**src/rtl/retire_pkg.sv**
```systemverilog
package retire_pkg;

    // Outcome of one head slot during the in-order walk
    typedef enum logic [2:0] {
        ACT_NONE,      // walk already stopped before this slot
        ACT_HALT,      // slot blocks; nothing retires from here on
        ACT_DROP,      // squashed slot removed, not counted
        ACT_COMMIT,    // slot retires and counts against the width
        ACT_NSPEC,     // serialising slot: send execute request
        ACT_UNCACHED,  // unexecuted load: send uncached request
        ACT_TRAP       // faulting slot: enter trap-pending
    } slot_act_e;

    function automatic logic act_passes(input slot_act_e a);
        return (a == ACT_DROP) || (a == ACT_COMMIT);
    endfunction

endpackage

```
**src/rtl/retire_scan.sv**
```systemverilog
module retire_scan
    import retire_pkg::*;
#(
    parameter int CW    = 4,
    parameter int SEQ_W = 16,
    parameter int CNT_W = 3
) (
    input  logic                  en,
    input  logic [CW-1:0]         vld,
    input  logic [CW-1:0]         rdy,
    input  logic [CW-1:0]         sq,
    input  logic [CW-1:0]         exe,
    input  logic [CW-1:0]         nspec,
    input  logic [CW-1:0]         bar,
    input  logic [CW-1:0]         ld,
    input  logic [CW-1:0]         flt,
    input  logic [CW*SEQ_W-1:0]   seq,
    input  logic                  stores_pend,
    output logic [CW-1:0]         retire,
    output logic [CNT_W-1:0]      ncommit,
    output logic                  req_vld,
    output logic [SEQ_W-1:0]      req_seq,
    output logic                  req_unc,
    output logic                  trap_go
);

    logic [CW:0]      live;
    logic [CNT_W-1:0] done_n [CW+1];
    logic [CW-1:0]    ns_hit;
    logic [CW-1:0]    unc_hit;
    logic [CW-1:0]    trap_hit;

    assign live[0]   = en;
    assign done_n[0] = '0;

    for (genvar i = 0; i < CW; i++) begin : g_slot
        slot_act_e act;
        logic      first_ok;

        always_comb begin
            first_ok = (done_n[i] == '0) && !stores_pend;
            act      = ACT_NONE;
            if (live[i]) begin
                if (!(vld[i] && (rdy[i] || sq[i]))) begin
                    act = ACT_HALT;
                end else if (sq[i]) begin
                    act = ACT_DROP;
                end else if (!exe[i]) begin
                    if (nspec[i] || bar[i]) begin
                        act = first_ok ? ACT_NSPEC : ACT_HALT;
                    end else if (ld[i]) begin
                        act = ACT_UNCACHED;
                    end else begin
                        act = ACT_HALT;
                    end
                end else if (flt[i]) begin
                    act = first_ok ? ACT_TRAP : ACT_HALT;
                end else begin
                    act = ACT_COMMIT;
                end
            end
        end

        assign live[i+1]   = act_passes(act);
        assign done_n[i+1] = done_n[i] + CNT_W'(act == ACT_COMMIT);
        assign retire[i]   = act_passes(act);
        assign ns_hit[i]   = (act == ACT_NSPEC);
        assign unc_hit[i]  = (act == ACT_UNCACHED);
        assign trap_hit[i] = (act == ACT_TRAP);
    end

    always_comb begin
        req_seq = '0;
        for (int k = 0; k < CW; k++) begin
            if (ns_hit[k] || unc_hit[k]) begin
                req_seq = req_seq | seq[k*SEQ_W +: SEQ_W];
            end
        end
    end

    assign ncommit = done_n[CW];
    assign req_vld = |(ns_hit | unc_hit);
    assign req_unc = |unc_hit;
    assign trap_go = |trap_hit;

endmodule

```
**src/rtl/retire_trap_timer.sv**
```systemverilog
module retire_trap_timer #(
    parameter int LAT_W = 8
) (
    input  logic             clk,
    input  logic             rst_n,
    input  logic             enter,
    input  logic [LAT_W-1:0] lat_cfg,
    output logic             trap_o,
    output logic             squash_o
);

    typedef struct packed {
        logic             trap;
        logic             squash;
        logic [LAT_W-1:0] cnt;
    } tmr_t;

    tmr_t st_d, st_q;

    always_comb begin
        st_d        = st_q;
        st_d.squash = 1'b0;
        if (st_q.trap) begin
            if (st_q.cnt == '0) begin
                st_d.trap   = 1'b0;
                st_d.squash = 1'b1;
            end else begin
                st_d.cnt = st_q.cnt - 1'b1;
            end
        end else if (enter) begin
            st_d.trap = 1'b1;
            st_d.cnt  = lat_cfg;
        end
    end

    always_ff @(posedge clk) begin
        if (!rst_n) begin
            st_q <= '0;
        end else begin
            st_q <= st_d;
        end
    end

    assign trap_o   = st_q.trap;
    assign squash_o = st_q.squash;

    // a squash pulse only ever follows a cycle in trap-pending
    assert_squash_after_trap_R7: assert property (@(posedge clk) disable iff (!rst_n)
        squash_o |-> $past(trap_o));

    // the pulse is one cycle wide
    assert_squash_single_R7: assert property (@(posedge clk) disable iff (!rst_n)
        squash_o |=> !squash_o);

endmodule

```
**src/rtl/retire_ctrl.sv**
```systemverilog
module retire_ctrl
    import retire_pkg::*;
#(
    parameter int          CW         = 4,
    parameter int          SEQ_W      = 16,
    parameter int          PC_W       = 32,
    parameter int          LAT_W      = 8,
    parameter int          FC_W       = 16,
    parameter int          INST_BYTES = 4,
    parameter logic [31:0] RESET_PC   = 32'h0000_1000
) (
    input  logic                      clk,
    input  logic                      rst_n,
    input  logic [CW-1:0]             hd_vld,
    input  logic [CW-1:0]             hd_rdy,
    input  logic [CW-1:0]             hd_sq,
    input  logic [CW-1:0]             hd_exe,
    input  logic [CW-1:0]             hd_nspec,
    input  logic [CW-1:0]             hd_bar,
    input  logic [CW-1:0]             hd_ld,
    input  logic [CW-1:0]             hd_flt,
    input  logic [CW*SEQ_W-1:0]       hd_seq,
    input  logic                      stores_pend,
    input  logic [LAT_W-1:0]          trap_lat,
    output logic [CW-1:0]             retire_o,
    output logic [$clog2(CW+1)-1:0]   commit_cnt_o,
    output logic [FC_W-1:0]           full_cyc_o,
    output logic                      req_vld_o,
    output logic [SEQ_W-1:0]          req_seq_o,
    output logic                      req_uncached_o,
    output logic                      trap_pend_o,
    output logic                      squash_all_o,
    output logic [PC_W-1:0]           pc_o,
    output logic [PC_W-1:0]           npc_o
);

    localparam int CNT_W = $clog2(CW + 1);
    localparam logic [PC_W-1:0] STEP   = PC_W'(INST_BYTES);
    localparam logic [PC_W-1:0] PC_RST = PC_W'(RESET_PC);

    typedef struct packed {
        logic [PC_W-1:0] pc;
        logic [PC_W-1:0] npc;
        logic [FC_W-1:0] full;
    } arch_t;

    arch_t st_d, st_q;

    logic [CNT_W-1:0] ncommit;
    logic             trap_go;
    logic             trap_q;
    logic             squash_q;

    retire_scan #(
        .CW    (CW),
        .SEQ_W (SEQ_W),
        .CNT_W (CNT_W)
    ) scan_i (
        .en          (!trap_q),
        .vld         (hd_vld),
        .rdy         (hd_rdy),
        .sq          (hd_sq),
        .exe         (hd_exe),
        .nspec       (hd_nspec),
        .bar         (hd_bar),
        .ld          (hd_ld),
        .flt         (hd_flt),
        .seq         (hd_seq),
        .stores_pend (stores_pend),
        .retire      (retire_o),
        .ncommit     (ncommit),
        .req_vld     (req_vld_o),
        .req_seq     (req_seq_o),
        .req_unc     (req_uncached_o),
        .trap_go     (trap_go)
    );

    retire_trap_timer #(
        .LAT_W (LAT_W)
    ) timer_i (
        .clk      (clk),
        .rst_n    (rst_n),
        .enter    (trap_go),
        .lat_cfg  (trap_lat),
        .trap_o   (trap_q),
        .squash_o (squash_q)
    );

    always_comb begin
        logic [PC_W-1:0] adv;
        adv      = PC_W'(ncommit) * STEP;
        st_d     = st_q;
        st_d.pc  = st_q.pc + adv;
        st_d.npc = st_q.npc + adv;
        if (ncommit == CNT_W'(CW)) begin
            st_d.full = st_q.full + 1'b1;
        end
    end

    always_ff @(posedge clk) begin
        if (!rst_n) begin
            st_q.pc   <= PC_RST;
            st_q.npc  <= PC_RST + STEP;
            st_q.full <= '0;
        end else begin
            st_q <= st_d;
        end
    end

    assign commit_cnt_o = ncommit;
    assign full_cyc_o   = st_q.full;
    assign pc_o         = st_q.pc;
    assign npc_o        = st_q.npc;
    assign trap_pend_o  = trap_q;
    assign squash_all_o = squash_q;

    // retired slots form a run starting at the oldest slot
    assert_prefix_R1: assert property (@(posedge clk) disable iff (!rst_n)
        ((retire_o + 1'b1) & retire_o) == '0);

    // committed count never exceeds the slots removed
    assert_cnt_bound_R8: assert property (@(posedge clk) disable iff (!rst_n)
        $countones(retire_o) >= int'(commit_cnt_o));

    // a non-uncached request only with the store path drained and no earlier commit
    assert_nspec_gate_R3: assert property (@(posedge clk) disable iff (!rst_n)
        (req_vld_o && !req_uncached_o) |-> (!stores_pend && commit_cnt_o == '0));

    // trap entry only from a cycle without pending stores
    assert_trap_entry_R6: assert property (@(posedge clk) disable iff (!rst_n)
        $rose(trap_pend_o) |-> $past(!stores_pend));

    // nothing leaves the buffer and nothing is requested while trapped
    assert_trap_blocks_R7: assert property (@(posedge clk) disable iff (!rst_n)
        trap_pend_o |-> (retire_o == '0 && !req_vld_o));

    // next PC keeps one instruction ahead of the committed PC
    assert_pc_pair_R9: assert property (@(posedge clk) disable iff (!rst_n)
        npc_o == pc_o + STEP);

endmodule

```
**config.mk**
```make
export PLATFORM = sky130hd
export DESIGN_NAME = retire_ctrl
export DESIGN_NICKNAME = d
export VERILOG_FILES = /design/src/rtl/retire_pkg.sv /design/src/rtl/retire_scan.sv /design/src/rtl/retire_trap_timer.sv /design/src/rtl/retire_ctrl.sv
export SDC_FILE = /design/constraint.sdc
export NUM_CORES = 1
export LEC_CHECK = 0
export BUFFER_PORTS_ARGS = -buffer_cell sky130_fd_sc_hd__clkbuf_2
export CAP_MARGIN = 20
export CORE_MARGIN = 1.5
export CORE_UTILIZATION = 30
export DETAILED_ROUTE_END_ITERATION = 12
export PLACE_DENSITY = 0.53
export RECOVER_POWER = 25
export SLEW_MARGIN = 30
export SYNTH_ARGS = -nofsm -noshare
export SYNTH_HDL_FRONTEND = slang
export SYNTH_SLANG_ARGS = --single-unit
export TNS_END_PERCENT = 5
```
**constraint.sdc**
```tcl
create_clock -name clk -period 13.1 [get_ports clk]
set_input_delay 1.31 -clock clk [delete_from_list [all_inputs] [get_ports clk]]
set_output_delay 1.31 -clock clk [all_outputs]
set_load 0.05 [all_outputs]
```
After elaboration in Yosys (flattened, before gate mapping). Cells that the tools add are included. Widths: inputs -> output; s select.

Bitwise logic cells: 4. Mux-type cells: 46. Equal/unequal tests: 22. Reduce and logical (&&, ||, !) cells: 34. Add/sub/neg operators: 7.

Operators by type and width (count): $mux 3 (36); $add 32x5->32 (2); $mux 16 (4); $or 16x16->16 (3); $eq 3x3->1 const B (13); $eq 3x2->1 const B (8); $mux 8 (3); $add 16x1->16 const B (1); $logic_or 1x1->1 (16); $reduce_or 4->1 (3); $logic_not 3->1 (3); $logic_not 8->1 (1); $sub 8x1->8 const B (1); $logic_and 1x1->1 (7); $add 3x1->3 (2); $or 4x4->4 (1); $reduce_and 2->1 (2); $add 1x1->2 (1); $mux 1 (2); $mux 2 (1); $ne 2x2->1 const B (1); $reduce_bool 2->1 (1); $logic_not 1->1 (1).

Output and inout bits: 107. Word-level logic and storage cells: 119. Register bits after elaboration: 90. Input port bits: 107.

Longest topological paths before layout.
Depth in word-level cells: 39. Depth in mapped cells: 33. Depth with buffers taken out: 32.

Hierarchy. From an unflattened synthesis, not the netlist that was laid out.

Cells, all modules: 658. Area, all modules: 5420.2 sq um.

Modules (own cells, without submodules): retire_ctrl (sequential area each 1521.5 sq um, cells an instance 417, area each 3667.3 sq um, times used 1); retire_scan (sequential area each 0.0 sq um, cells an instance 164, area each 1108.6 sq um, times used 1); retire_trap_timer (sequential area each 200.2 sq um, cells an instance 77, area each 644.4 sq um, times used 1).

Worst setup path after synthesis. OpenSTA, ideal clock, no wires.

Path kind: input -> register. Start: input port hd_flt[0]. End: register st_q (netlist bit pc_o[28]). Setup slack: 4.210 ns. Cell stages on the path: 30. Path buffers: 0. Arrival: 8.775 ns. Setup time: 0.115 ns. Required time: 12.985 ns. Cell sequence: and3b_1 -> o211a_1 -> o311a_2 -> a21bo_4 -> or2_2 -> ha_1 -> nand2b_1 -> nor3_1 -> a21oi_1 -> a31oi_1 -> or3b_4 -> a21oi_1 -> inv_1 -> fa_1 -> inv_1 -> or4b_1 -> o22a_1 -> nor2_1 -> nor3_1 -> ha_1 -> fa_1 -> inv_1 -> fa_1 -> nor2b_1 -> o21ai_0 -> or2_2 -> nor3_1 -> nand2_1 -> xnor2_1 -> and2_1.

Elaborated cells on any way between the ends: 49. Those cells by class: 4 x add/sub; 7 x eq/ne; 29 x mux; 9 x reduce/logical.

RTL lines: start, declared (RTL line retire_ctrl.sv:21) `input logic [CW-1:0] hd_flt,`; $mux 3 * (RTL line retire_scan.sv:56) `end else if (flt[i]) begin`; $mux 3 * (RTL line retire_scan.sv:48) `end else if (!exe[i]) begin`; $mux 3 * (RTL line retire_scan.sv:46) `end else if (sq[i]) begin`; $mux 3 * (RTL line retire_scan.sv:44) `if (!(vld[i] && (rdy[i] || sq[i]))) begin`; $mux 3 * (RTL line retire_scan.sv:43) `if (live[i]) begin`; $eq 3x2->1; $logic_or 1x1->1 *; net retire_o[0] (RTL line retire_ctrl.sv:25) `output logic [CW-1:0] retire_o,`; (+17 left out); $mux 3 (RTL line retire_scan.sv:48); $mux 3 (RTL line retire_scan.sv:46); $mux 3 (RTL line retire_scan.sv:44); $mux 3 (RTL line retire_scan.sv:43); $eq 3x2->1; $add 3x1->3 * (RTL line retire_scan.sv:65) `assign done_n[i+1] = done_n[i] + CNT_W'(act == ACT_COMMIT);`; net commit_cnt_o[1] (RTL line retire_ctrl.sv:26) `output logic [$clog2(CW+1)-1:0] commit_cnt_o,`; $add 32x5->32 * (RTL line retire_ctrl.sv:93) `st_d.pc = st_q.pc + adv;`; end signal, assigned (RTL line retire_ctrl.sv:106) `st_q <= st_d;`; end, declared (RTL line retire_ctrl.sv:47) `arch_t st_d, st_q;`.

The timed path passes the listed nets; every way through them passes the cells marked *. A chain may end at the register's enable or synchronous reset.

Final worst setup path.
Start: input port hd_exe[0]. End: register st_q (netlist bit npc_o[30]).

Cells in the longest elaborated chain, start to end: 36. Elaborated cells on any way between the ends: 48. Those cells by class: 4 x add/sub; 7 x eq/ne; 28 x mux; 9 x reduce/logical.

RTL lines: start, declared (RTL line retire_ctrl.sv:17) `input logic [CW-1:0] hd_exe,`; $mux 3 * (RTL line retire_scan.sv:48); $mux 3 * (RTL line retire_scan.sv:46); $mux 3 * (RTL line retire_scan.sv:44); $mux 3 * (RTL line retire_scan.sv:43); $eq 3x2->1 (RTL line retire_pkg.sv:15, retire_scan.sv:65); $logic_not 3->1 (RTL line retire_scan.sv:41) `first_ok = (done_n[i] == '0) && !stores_pend;`; $logic_and 1x1->1 (RTL line retire_scan.sv:41); $mux 3, on equally long branches (RTL line retire_scan.sv:50, retire_scan.sv:57); (+20 left out); $mux 3, on equally long branches (RTL line retire_scan.sv:49, retire_scan.sv:56); $mux 3 (RTL line retire_scan.sv:48); $mux 3 (RTL line retire_scan.sv:46); $mux 3 (RTL line retire_scan.sv:44); $mux 3 (RTL line retire_scan.sv:43); $eq 3x2->1; $add 3x1->3 * (RTL line retire_scan.sv:65); $add 32x5->32 * (RTL line retire_ctrl.sv:94) `st_d.npc = st_q.npc + adv;`.

Every way passes the cells marked *; elsewhere a longest branch is shown, timed or not.

==> flow_summary.json <==
{
  "synth_ff_type": "dfxtp_1",
  "grtUsageMet3": 0.0366,
  "grt-busiest-layer": "met2",
  "avgSynthCellArea_um2": 8.47,
  "path_clk_slew_ps": 60,
  "min_path_type": "reg2reg",
  "postPlaceCellArea_mm2": 0.00609,
  "synth.distinct_cells": 66,
  "drv_slew": 0,
  "wl_per_cell_um": 16.5,
  "use_met1": 0.188,
  "cts_tree": "yes",
  "first_global_vias": 4729,
  "fin_tns_setup_ps": 0,
  "worst_setup_path_start_kind": "input port",
  "ant_nets": 0,
  "setup_viol": 0,
  "p_total_w": 0.000602,
  "floorplan.core_area_mm2": 0.0159,
  "cp_data_required_time_ps": 13360,
  "grt_max_degree": 48,
  "grtUsageTotal": 0.186,
  "drtIter0Drc": 256,
  "async_reset_ff_frac": 0,
  "synth_edf_count": 0,
  "antenna_found_initial": 2,
  "grt-ovfl-total": 0,
  "multiInputGateArea_mm2": 0.00297,
  "use_met2": 0.360,
  "grt_pass1_wl_um": 24400,
  "cts_root_buf": "clkbuf_16",
  "final_common_cell": "clkbuf_2",
  "clkSinkCount": 86,
  "slowest_stage": "fa_1",
  "end_kind": "flip-flop",
  "die_y_um": 131,
  "drtPass1Iterations": 4,
  "syn_area_mm2": 0.00488,
  "setup_ws_ps": 4430,
  "layout.nets": 903,
  "dieArea_mm2": 0.0170,
  "slowest_delay_ps": 580,
  "vias_per_cell": 4.96,
  "worst_slew_pin_slew_ps": 950,
  "most-common-layout-cells": "clkbuf_2, dfxtp_1, nor2_1",
  "finalCriticalPeriod_ps": 8670,
  "ctsHoldBuffers": 0,
  "synth_seq_area_share": 0.353,
  "rows": 46,
  "fillerInstances": 1699,
  "numCtsBuffers": 9,
  "path_class": "in2reg",
  "max-slew-margin-rel": 0.364,
  "drive_above_1_share": 0.246,
  "h-tree-depth": 3,
  "ys_ff_latch": 86,
  "via_count": 4962,
  "hpwl_um": 13200,
  "yosysTopAreaCellShare": 0.353,
  "fin_worst_hold_slack_ps": 465,
  "synth_top_cell_by_area": "dfxtp_1",
  "routabilityCongestion": 0.865,
  "crit_buf_inv": 4,
  "final.period_utilization": 0.662,
  "io_buffer_count": 209,
  "path_max_fanout": 7,
  "power.leakage_nw": 2.79,
  "outcome": "finished clean",
  "powerDensity_mw_per_mm2": 94.6,
  "die_x_um": 131,
  "area_growth_pct": 30.5,
  "ys_top_cells_by_area": "dfxtp_1, xor2_1, nor2_1",
  "regArea_mm2": 0.00172,
  "ctsLongestPathBuffers": 2,
  "cp.arrival_ps": 8930,
  "remaining_drc_errors": 0,
  "postCtsResizedCells": 0,
  "max_cap_viol_count": 0,
  "start_util": 0.307,
  "critPathTopFamily": "simple AND/OR/NAND/NOR gates",
  "routed_wl_um": 16500,
  "fmax_mhz": 115,
  "clk_latency_ps": 340,
  "fin_area_mm2": 0.00637,
  "post_cts_buffers": 0,
  "pin_count": 214,
  "post-place-ws_ps": 4170,
  "peakVddDrop_uv": 70.3,
  "ys_warn_count": 0,
  "hold_viol": 0,
  "fin_skew_ps": 13.4,
  "synth_cells": 576,
  "rsz0062_at_grt": "no"
}
## synth_stat cells (2+ instances only)
cell type and count:
mux2i_1 4, a221o_1 17, nand3b_1 2, or2_2 2, nor3_1 14, clkbuf_1 14
buf_6 2, o21ai_0 20, nor3b_1 4, nor2_1 73, xnor2_1 20, and4_1 11
ha_1 14, a31oi_1 2, xor2_1 38, a211oi_1 3, o32ai_1 3, a21oi_1 23
or3_1 9, a21o_1 3, and3_1 12, o41ai_1 2, nor2b_1 11, o21a_1 3
nand3_1 22, nand2b_1 3, and2_1 14, fa_1 4, inv_1 19, a22o_1 16
nand4_1 10, dfxtp_1 86, and4b_1 2, nor4bb_1 2, o21ai_1 2, nand2_1 57
buf_4 4
## flip-flops by register name, summed over array words and instances, names as in the netlist
signal and flops:
timer_i.squash_o 1, timer_i.trap_o 1, npc_o 30, pc_o 30, timer_i.st_q 8, full_cyc_o 16
## per-stage QoR
step | std cells | util
finish | 1001 | 0.401
global route | 1001 | 0.401
CTS | 999 | 0.404
detailed placement | 983 | 0.383
global placement | 983 | 0.383
floorplan | 579 | -
## cell type report
cell class | count | share of cell area
antenna | 2 | 0.000786
sequential | 86 | 0.270
timing repair buffer | 210 | 0.156
inverter | 21 | 0.0124
multi-input combinational | 450 | 0.466
tap | 216 | 0.0424
clock inverter | 6 | 0.0143
clock buffer | 10 | 0.0375
## metal layers
metal  wire, um  vias to the layer above  share of wire
met1       6190                     2317           0.38
met2       8620                      170           0.52
met5          0                        -              0
met3       1060                       33          0.064
met4        620                        0          0.038
li1           -                     2442              -
## cell families (layout without fill, tap and decap cells)
family,after synthesis,after routing,synth area share
flip-flops,86,86,0.353
XOR/XNOR,58,58,0.104
AO/OA/AOI/OAI,106,106,0.158
multiplexers,4,4,0.00821
adder cells (fa/ha/maj),18,18,0.0523
buffers and inverters,43,247,0.0415
other,1,6,0.000768
AND/OR/NAND/NOR,260,260,0.282
## where the power goes
group	leakage, nW	total (W)	switching, W	internal [W]
clock network	0.163	0.000282	0.000108	0.000174
registers	0.693	0.000263	0.00000110	0.000262
logic	1.93	0.0000570	0.0000356	0.0000214
total	2.79	0.000602	0.000145	0.000457
## worst register-to-register path, delay by kind of cell (launching register included)
family / cells / cell delay [ps]
AOI/OAI and AO/OA: 8 / 1700
adders and majority gates: 5 / 1900
buffers and inverters: 4 / 550
DFF: 1 / 850
and+or+nand+nor: 12 / 3400
## path summary, 6_finish.rpt
check             depth (start not counted)  slack, ps                         start                           end
setup / recovery                         30       4430                     hd_exe[0]          npc_o[30]$_SDFF_PN0_
hold reg to reg                           2        460  timer_i.st_q[7]$_SDFFE_PN0P_  timer_i.st_q[7]$_SDFFE_PN0P_
hold / removal                            2        460  timer_i.st_q[7]$_SDFFE_PN0P_  timer_i.st_q[7]$_SDFFE_PN0P_
setup reg to reg                         29       4650     timer_i.trap_o$_SDFF_PN0_          npc_o[30]$_SDFF_PN0_
Power figures use the tool's default switching activity.
